`src/rtl/perclk_pkg.sv`:
```
package perclk_pkg;

    localparam int CFG_W      = 32;
    localparam int DIV_W      = 6;
    localparam int SEL_W      = 2;
    localparam int NUM_SRC    = 3;
    localparam int NUM_CH     = 2;

    localparam int GATE_LSB   = 0;
    localparam int SEL_LSB    = 4;
    localparam int DIV_LSB    = 8;

    typedef enum logic [0:0] {
        DIV_PASS  = 1'b0,
        DIV_COUNT = 1'b1
    } div_state_t;

endpackage

```
`src/rtl/perclk_cfg_reg.sv`:
```
module perclk_cfg_reg
    import perclk_pkg::*;
#(
    parameter int W = CFG_W
) (
    input  logic         clk,
    input  logic         rst,
    input  logic         wr_en,
    input  logic [W-1:0] wr_data,
    output logic [W-1:0] cfg_q,
    output logic         restart
);

    always_ff @(posedge clk) begin
        if (rst) begin
            cfg_q <= '0;
        end else if (wr_en) begin
            cfg_q <= wr_data;
        end
    end

    assign restart = wr_en;

    // the stored word matches the last write, bit for bit
    assert_readback_R1: assert property (@(posedge clk) disable iff (rst)
        $past(wr_en) && !$past(rst) |-> cfg_q == $past(wr_data));

endmodule

```
`src/rtl/perclk_src_sel.sv`:
```
module perclk_src_sel
    import perclk_pkg::*;
#(
    parameter int NSRC = NUM_SRC,
    parameter int SW   = SEL_W
) (
    input  logic [SW-1:0]   sel_code,
    input  logic [NSRC-1:0] src_tick,
    output logic            tick_sel
);

    always_comb begin
        unique case (sel_code)
            2'b00,
            2'b01:   tick_sel = src_tick[0];
            2'b10:   tick_sel = src_tick[1];
            default: tick_sel = src_tick[2];
        endcase
    end

endmodule

```
`src/rtl/perclk_div.sv`:
```
module perclk_div
    import perclk_pkg::*;
#(
    parameter int DW = DIV_W
) (
    input  logic          clk,
    input  logic          rst,
    input  logic          restart,
    input  logic [DW-1:0] new_div,
    input  logic [DW-1:0] cur_div,
    input  logic          tick,
    output logic          pulse
);

    localparam logic [DW-1:0] ONE = DW'(1);

    div_state_t    state_q, state_d;
    logic [DW-1:0] cnt_q, cnt_d;
    logic          pulse_q, pulse_d;

    // state register
    always_ff @(posedge clk) begin
        if (rst) begin
            state_q <= DIV_PASS;
            cnt_q   <= '0;
            pulse_q <= 1'b0;
        end else begin
            state_q <= state_d;
            cnt_q   <= cnt_d;
            pulse_q <= pulse_d;
        end
    end

    // next state and outputs
    always_comb begin
        state_d = state_q;
        cnt_d   = cnt_q;
        pulse_d = 1'b0;
        if (restart) begin
            state_d = (new_div <= ONE) ? DIV_PASS : DIV_COUNT;
            cnt_d   = '0;
        end else begin
            unique case (state_q)
                DIV_PASS: begin
                    pulse_d = tick;
                end
                DIV_COUNT: begin
                    if (tick) begin
                        if (cnt_q == cur_div - ONE) begin
                            cnt_d   = '0;
                            pulse_d = 1'b1;
                        end else begin
                            cnt_d   = cnt_q + ONE;
                        end
                    end
                end
                default: begin
                    state_d = DIV_PASS;
                end
            endcase
        end
    end

    assign pulse = pulse_q;

    // a pulse is always the result of a selected tick at the previous edge
    assert_pulse_from_tick_R8: assert property (@(posedge clk) disable iff (rst)
        pulse_q |-> $past(tick));

    // the cycle after a write never carries a pulse
    assert_restart_quiet_R7: assert property (@(posedge clk) disable iff (rst)
        restart |=> !pulse_q);

    // the count never reaches the divisor
    assert_count_bound_R4: assert property (@(posedge clk) disable iff (rst)
        state_q == DIV_COUNT |-> cnt_q < cur_div);

endmodule

```
`src/rtl/perclk_gen.sv`:
```
module perclk_gen
    import perclk_pkg::*;
(
    input  logic                clk,
    input  logic                rst,
    input  logic                wr_en,
    input  logic [CFG_W-1:0]    wr_data,
    output logic [CFG_W-1:0]    rd_data,
    input  logic [NUM_SRC-1:0]  src_tick,
    output logic [NUM_CH-1:0]   ch_tick
);

    logic [CFG_W-1:0] cfg_q;
    logic             restart;
    logic             tick_sel;
    logic             div_pulse;

    perclk_cfg_reg #(.W(CFG_W)) u_cfg (
        .clk     (clk),
        .rst     (rst),
        .wr_en   (wr_en),
        .wr_data (wr_data),
        .cfg_q   (cfg_q),
        .restart (restart)
    );

    perclk_src_sel #(.NSRC(NUM_SRC), .SW(SEL_W)) u_sel (
        .sel_code (cfg_q[SEL_LSB +: SEL_W]),
        .src_tick (src_tick),
        .tick_sel (tick_sel)
    );

    perclk_div #(.DW(DIV_W)) u_div (
        .clk     (clk),
        .rst     (rst),
        .restart (restart),
        .new_div (wr_data[DIV_LSB +: DIV_W]),
        .cur_div (cfg_q[DIV_LSB +: DIV_W]),
        .tick    (tick_sel),
        .pulse   (div_pulse)
    );

    for (genvar c = 0; c < NUM_CH; c++) begin : g_gate
        assign ch_tick[c] = div_pulse & cfg_q[GATE_LSB + c];
    end

    assign rd_data = cfg_q;

    // one cycle after reset the word is clear and outputs are silent
    assert_reset_clear_R2: assert property (@(posedge clk)
        $past(rst) |-> (rd_data == '0) && (ch_tick == '0));

endmodule

```
`config.mk`:
```
export PLATFORM = sky130hd
export DESIGN_NAME = perclk_gen
export DESIGN_NICKNAME = d
export VERILOG_FILES = /design/src/rtl/perclk_pkg.sv /design/src/rtl/perclk_cfg_reg.sv /design/src/rtl/perclk_src_sel.sv /design/src/rtl/perclk_div.sv /design/src/rtl/perclk_gen.sv
export SDC_FILE = /design/constraint.sdc
export NUM_CORES = 1
export LEC_CHECK = 0
export BUFFER_PORTS_ARGS = -buffer_cell sky130_fd_sc_hd__buf_2
export CAP_MARGIN = 20
export CORE_MARGIN = 5
export CORE_UTILIZATION = 38
export DETAILED_ROUTE_END_ITERATION = 10
export GPL_TIMING_DRIVEN = 0
export PLACE_DENSITY = 0.68
export SLEW_MARGIN = 10
export SYNTH_ARGS = -nofsm -noshare
export SYNTH_HDL_FRONTEND = slang
export SYNTH_SLANG_ARGS = --single-unit
```
`constraint.sdc`:
```
create_clock -name clk -period 1.69 [get_ports clk]
set_input_delay 0.0845 -clock clk [delete_from_list [all_inputs] [get_ports clk]]
set_output_delay 0.0845 -clock clk [all_outputs]
set_load 0.1 [all_outputs]
```
# Word-level counts from Yosys, hierarchy flattened

Cells that the tools add are included.

Add/sub/neg operators: 2
Order comparisons: 1
Equality and inequality tests: 3
Muxes and demuxes: 6
Bitwise gates (word level): 3
Reductions and logical operators: 4

Operators by type and width:

| kind                                                                  | count |
|---|---|
| 6-bit by 1-bit adder with 6-bit output, second input constant         | 1 |
| 6-bit equality test                                                   | 1 |
| 6-bit by 1-bit <= comparator with 1-bit output, second input constant | 1 |
| 6-bit two-way mux                                                     | 1 |
| 6-bit by 1-bit subtractor with 6-bit output, second input constant    | 1 |
| 1-bit case mux with 2 select lines                                    | 2 |
| 2-bit OR reduction                                                    | 2 |
| 1-bit two-way mux                                                     | 3 |
| 1-bit bitwise AND                                                     | 2 |
| 2-bit by 1-bit equality test with 1-bit output, second input constant | 1 |
| 2-bit equality test, second input constant                            | 1 |
| 2-bit logical NOT                                                     | 1 |
| 2-bit AND reduction                                                   | 1 |
| 1-bit NOT                                                             | 1 |

Register bits after elaboration: 40
Input port bits: 38
Output and inout bits: 34
Word-level logic and storage cells: 23

# Depth between registers and ports, before layout

Depth after elaboration: 5
Mapped depth: 7
Gate-level depth less buffers: 7

# By module

A second synthesis with hierarchy kept.

Cells, all modules: 176
Area total of the unflattened synthesis: 1739.2 µm²

By module, submodules not included:

| module         | instances | cells an instance | area each (µm²) | sequential area each (µm²) |
|---|---|---|---|---|
| perclk_cfg_reg | 1         | 104               | 1171.1          | 640.6 |
| perclk_div     | 1         | 67                | 536.8           | 160.2 |
| perclk_src_sel | 1         | 3                 | 18.8            | 0.0 |
| perclk_gen     | 1         | 2                 | 12.5            | 0.0 |

# Worst setup path before layout

OpenSTA, ideal clock, no wires.

Path type: register to register
Start point: register u_cfg.cfg_q[8]
End point: register u_div.cnt_q[3]
Setup time: 124 ps
Data arrival time: 2218 ps
Required time: 1566 ps
Path slack: -652 ps
Cell stages (with the launch flop): 8
Buffers on the path: 0
Clock period less this slack: 2342 ps
Path through: dfxtp_1 -> inv_1 -> ha_1 -> nand2b_1 -> o211a_1 -> o31a_1 -> o22ai_1 -> a21oi_1

Longest elaborated chain between the ends: 3

Ends and longest elaborated chain:

| item                                        | RTL line             | source |
|---|---|---|
| start: declaration                          | perclk_cfg_reg.sv:10 | `output logic [W-1:0] cfg_q,` |
| start signal: assignment                    | perclk_cfg_reg.sv:18 | `cfg_q <= wr_data;` |
| 6-bit by 1-bit subtractor with 6-bit output | perclk_div.sv:49     | `if (cnt_q == cur_div - ONE) begin` |
| 6-bit equality test                         | perclk_div.sv:49     |  |
| 6-bit two-way mux                           | perclk_div.sv:49     |  |
| end signal: assignment                      | perclk_div.sv:29     | `cnt_q <= cnt_d;` |
| end: declaration                            | perclk_div.sv:18     | `logic [DW-1:0] cnt_q, cnt_d;` |

Every way passes these cells.
A chain may end at the register's enable or synchronous reset.

# Worst setup path in the final report

Start point: register u_cfg.cfg_q[9]
End point: register u_div.pulse_q (netlist: u_div.pulse)

Longest elaborated chain between the ends: 5

Ends and longest elaborated chain:

| item                                        | RTL line         | source |
|---|---|---|
| 6-bit by 1-bit subtractor with 6-bit output | perclk_div.sv:49 |  |
| 6-bit equality test                         | perclk_div.sv:49 |  |
| 1-bit two-way mux                           | perclk_div.sv:49 |  |
| 1-bit two-way mux                           | perclk_div.sv:48 | `if (tick) begin` |
| 1-bit case mux with 2 select lines          | perclk_div.sv:43 | `unique case (state_q)` |
| end signal: assignment                      | perclk_div.sv:30 | `pulse_q <= pulse_d;` |
| end: declaration                            | perclk_div.sv:19 | `logic pulse_q, pulse_d;` |

Every way passes these cells.

==> flow_summary.yaml <==
status:
  outcome: "finished clean"
power:
  p_per_area_nw_per_um2: 1000
  p_clk_share_pct: 29.1
  power_leakage_nw: 1.18
  internal_power_mw: 1.48
  sw_frac_of_total_pct: 36.2
  power.switching_uw: 838
  combPwrFrac_pct: 26.5
  ir_drop_mv: 0.637
  p_seq_share_pct: 44.4
cells_and_area:
  syn_to_final_growth_pct: 32.2
  final_common_cell: "buf_2"
  design_area_um2: 2310
  fill_cells: 425
  multi_input_area_um2: 898
  layout_common_cells: "buf_2 (73), nor2_1 (38), mux2i_1 (32), dfxtp_1 (32), nand2_1 (8)"
  final_cell_count_no_fill: 318
  drive_gt1_share_pct: 39.8
  seq_area_um2: 818
  final_nets: 305
  diodes: 0
flow_run:
  max_cap_violations: 0
die:
  ios: 72
  start_util_pct: 39.6
  die_h_um: 77.8
  placementRows: 24
  die-area_um2: 6050
  die_x_um: 77.8
  core_area_um2: 4410
clock_tree:
  postCtsSetupBuffers: 0
  cts.clk_slew.worst_paths_ns: 0.08
  cts_tree: "built"
  ctsHoldBuffers: 0
  cts_buffers: 5
  clk_latency_ns: 0.29
  htreeDepth: 2
  cts_resized: 0
  cts_sinks: 40
  clk_path_buf_depth: 2
  clock-root-buffer: "clkbuf_8"
global_route:
  grt_pass1_vias: 1524
  grt_pass1_wl_um: 6820
  grt_antenna_before_repair: 0
  grtUsageTotal_pct: 13.5
  grt_overflow: 0
  grt_max_degree: 14
min_path:
  hp-class: "in -> reg"
  min_from: "wr_data[6]"
  worstHoldEndpoint: "u_cfg.cfg_q[6]"
  whs_path_depth: 3
drt:
  dr_total_vias: 1510
  first_iter_violations: 59
  wl_um: 3950
  avgRoutedWirePerCell_um: 12.4
  firstDrtPassIters: 4
  remaining_drc_errors: 0
  ant_nets: 0
  vias_per_cell: 4.75
logic_synthesis:
  yosysSeqAreaShare_pct: 45.8
  synth.largest_area_cell: "dfxtp_1"
  postSynthNetCount: 227
  synthTopCellsByArea: "dfxtp_1 (46%), mux2i_1 (18%), nor2_1 (8.2%)"
  synth-seq-cells: 40
  syn_area_um2: 1750
  syn_inst: 187
  ys_warn_count: 0
  avgSynthCellArea_um2: 9.34
  synth_top_area_share_pct: 45.8
  ys_types: 34
worst_setup_path:
  worst-path-max-fanout: 7
  r2r_end: "u_div.pulse"
  r2r_cells: 7
  critPathArrivalTime_ns: 1.81
  reg2reg_from: "u_cfg.cfg_q[9]"
  start_kind: "register"
  r2r_setup_slack_ns: 0.12
  critical_path_required_ns: 1.92
  path_class: "reg -> reg"
  endpoint_kind: "register"
sta:
  min_period_ns: 1.57
  post-route-period-util_pct: 93.1
  maxSlewViolCount: 0
  setup_viol: 0
  slew_headroom_pct: 67.2
  fmax_ghz: 0.636
  hold_viol_final: 0
  worst_slew_pin_slew_ns: 0.495
  rsz0062_at_grt: "true"
  tns_ns: 0
  whs_ns: 0.0183
  fin_skew_ns: 0.00875
place:
  dpl.hpwl_um: 3030
  postPlaceCellArea_um2: 2200
  io_buffers: 69
  gp_congestion: 0.784
  post-place-cells: 308
==> cells in the mapped netlist, drive strengths merged <==
library cell and number:
mux2i 32, buf 5, or4b 1, o31a 1, a21oi 6, nand3 5
xor2 2, nand4b 1, ha 2, nand2 8, nand4 1, nor3b 1
and2 3, nor4 3, nor2 38, o211a 1, nor3 4, or2 3
o21ai 3, clkbuf 6, nand2b 2, nor2b 1, o211ai 1, xnor2 4
o2111a 1, inv 5, dfxtp 40, and3 2, o22ai 4, mux2 1
==> metal layers <==
layer  global-route usage, %  vias to the layer above  share of wire (%)
li1                        -                      787                  -
met1                    17.1                      674                 46
met2                    21.7                       44                 46
met3                    4.75                        5                7.3
met4                    3.61                        0               0.91
met5                       0                        -                  0
==> power by group through the flow <==
stage / Clock, mW / Combinational [mW] / Sequential, mW
floorplan: 0 / 0.170 / 1.37
global placement: 0 / 0.606 / 1.05
detailed placement: 0 / 0.613 / 1.05
CTS: 0.690 / 0.614 / 1.03
global route: 0.738 / 0.650 / 1.04
finish: 0.672 / 0.614 / 1.03
==> registers in the layout, indices dropped and copies added (netlist names) <==
name / cells
u_div.pulse: 1
u_cfg.cfg_q: 32
u_div.state_q: 1
u_div.cnt_q: 6
==> stage by stage <==
stage	setup WS (ns)	util, %	power [mW]
2_1_floorplan	-0.0255	-	1.54
3_3_place_gp	0.123	49.8	1.65
3_5_place_dp	0.117	49.8	1.66
4_1_cts	0.0909	52.0	2.33
5_1_grt	-0.0304	52.3	2.42
6_report	0.117	52.3	2.31
==> worst max-delay path, cell delays in order (launching register included) <==
cell and delay [ns]:
dfxtp_4 0.38, inv_2 0.05, ha_4 0.23, xnor2_1 0.11
nor2_1 0.20, nand4b_4 0.19, o21ai_1 0.18, o2111a_1 0.17
==> logic make-up after synthesis <==
group	synth area share [%]
flops	45.8
simple gates	20.6
mux	19.0
compound gates	6.16
xor+xnor	3.01
fa+ha+maj	1.43
buf+inv	4.01
==> cell type report <==
class | count | share of cell area (%)
tap | 52 | 2.82
clock inverter | 2 | 0.596
timing repair buffer | 71 | 15.6
multi-input combinational | 131 | 38.9
inverter | 5 | 0.813
clock buffer | 6 | 3.58
buffer | 11 | 2.22
sequential | 40 | 35.4
==> worst max-delay path by stage <==
stage / from / end / slack, ns / cells after the start
after global placement: u_cfg.cfg_q[8] / u_div.pulse / 0.12 / 7
after floorplan: u_cfg.cfg_q[8] / u_div.cnt_q[3] / -0.03 / 7
after CTS: u_cfg.cfg_q[8] / u_div.pulse / 0.09 / 7
final: u_cfg.cfg_q[9] / u_div.pulse / 0.12 / 7
after global routing: u_cfg.cfg_q[4] / u_div.cnt_q[4] / -0.03 / 6
after detailed placement: u_cfg.cfg_q[8] / u_div.cnt_q[3] / 0.12 / 7
Power figures use the tool's default switching activity.
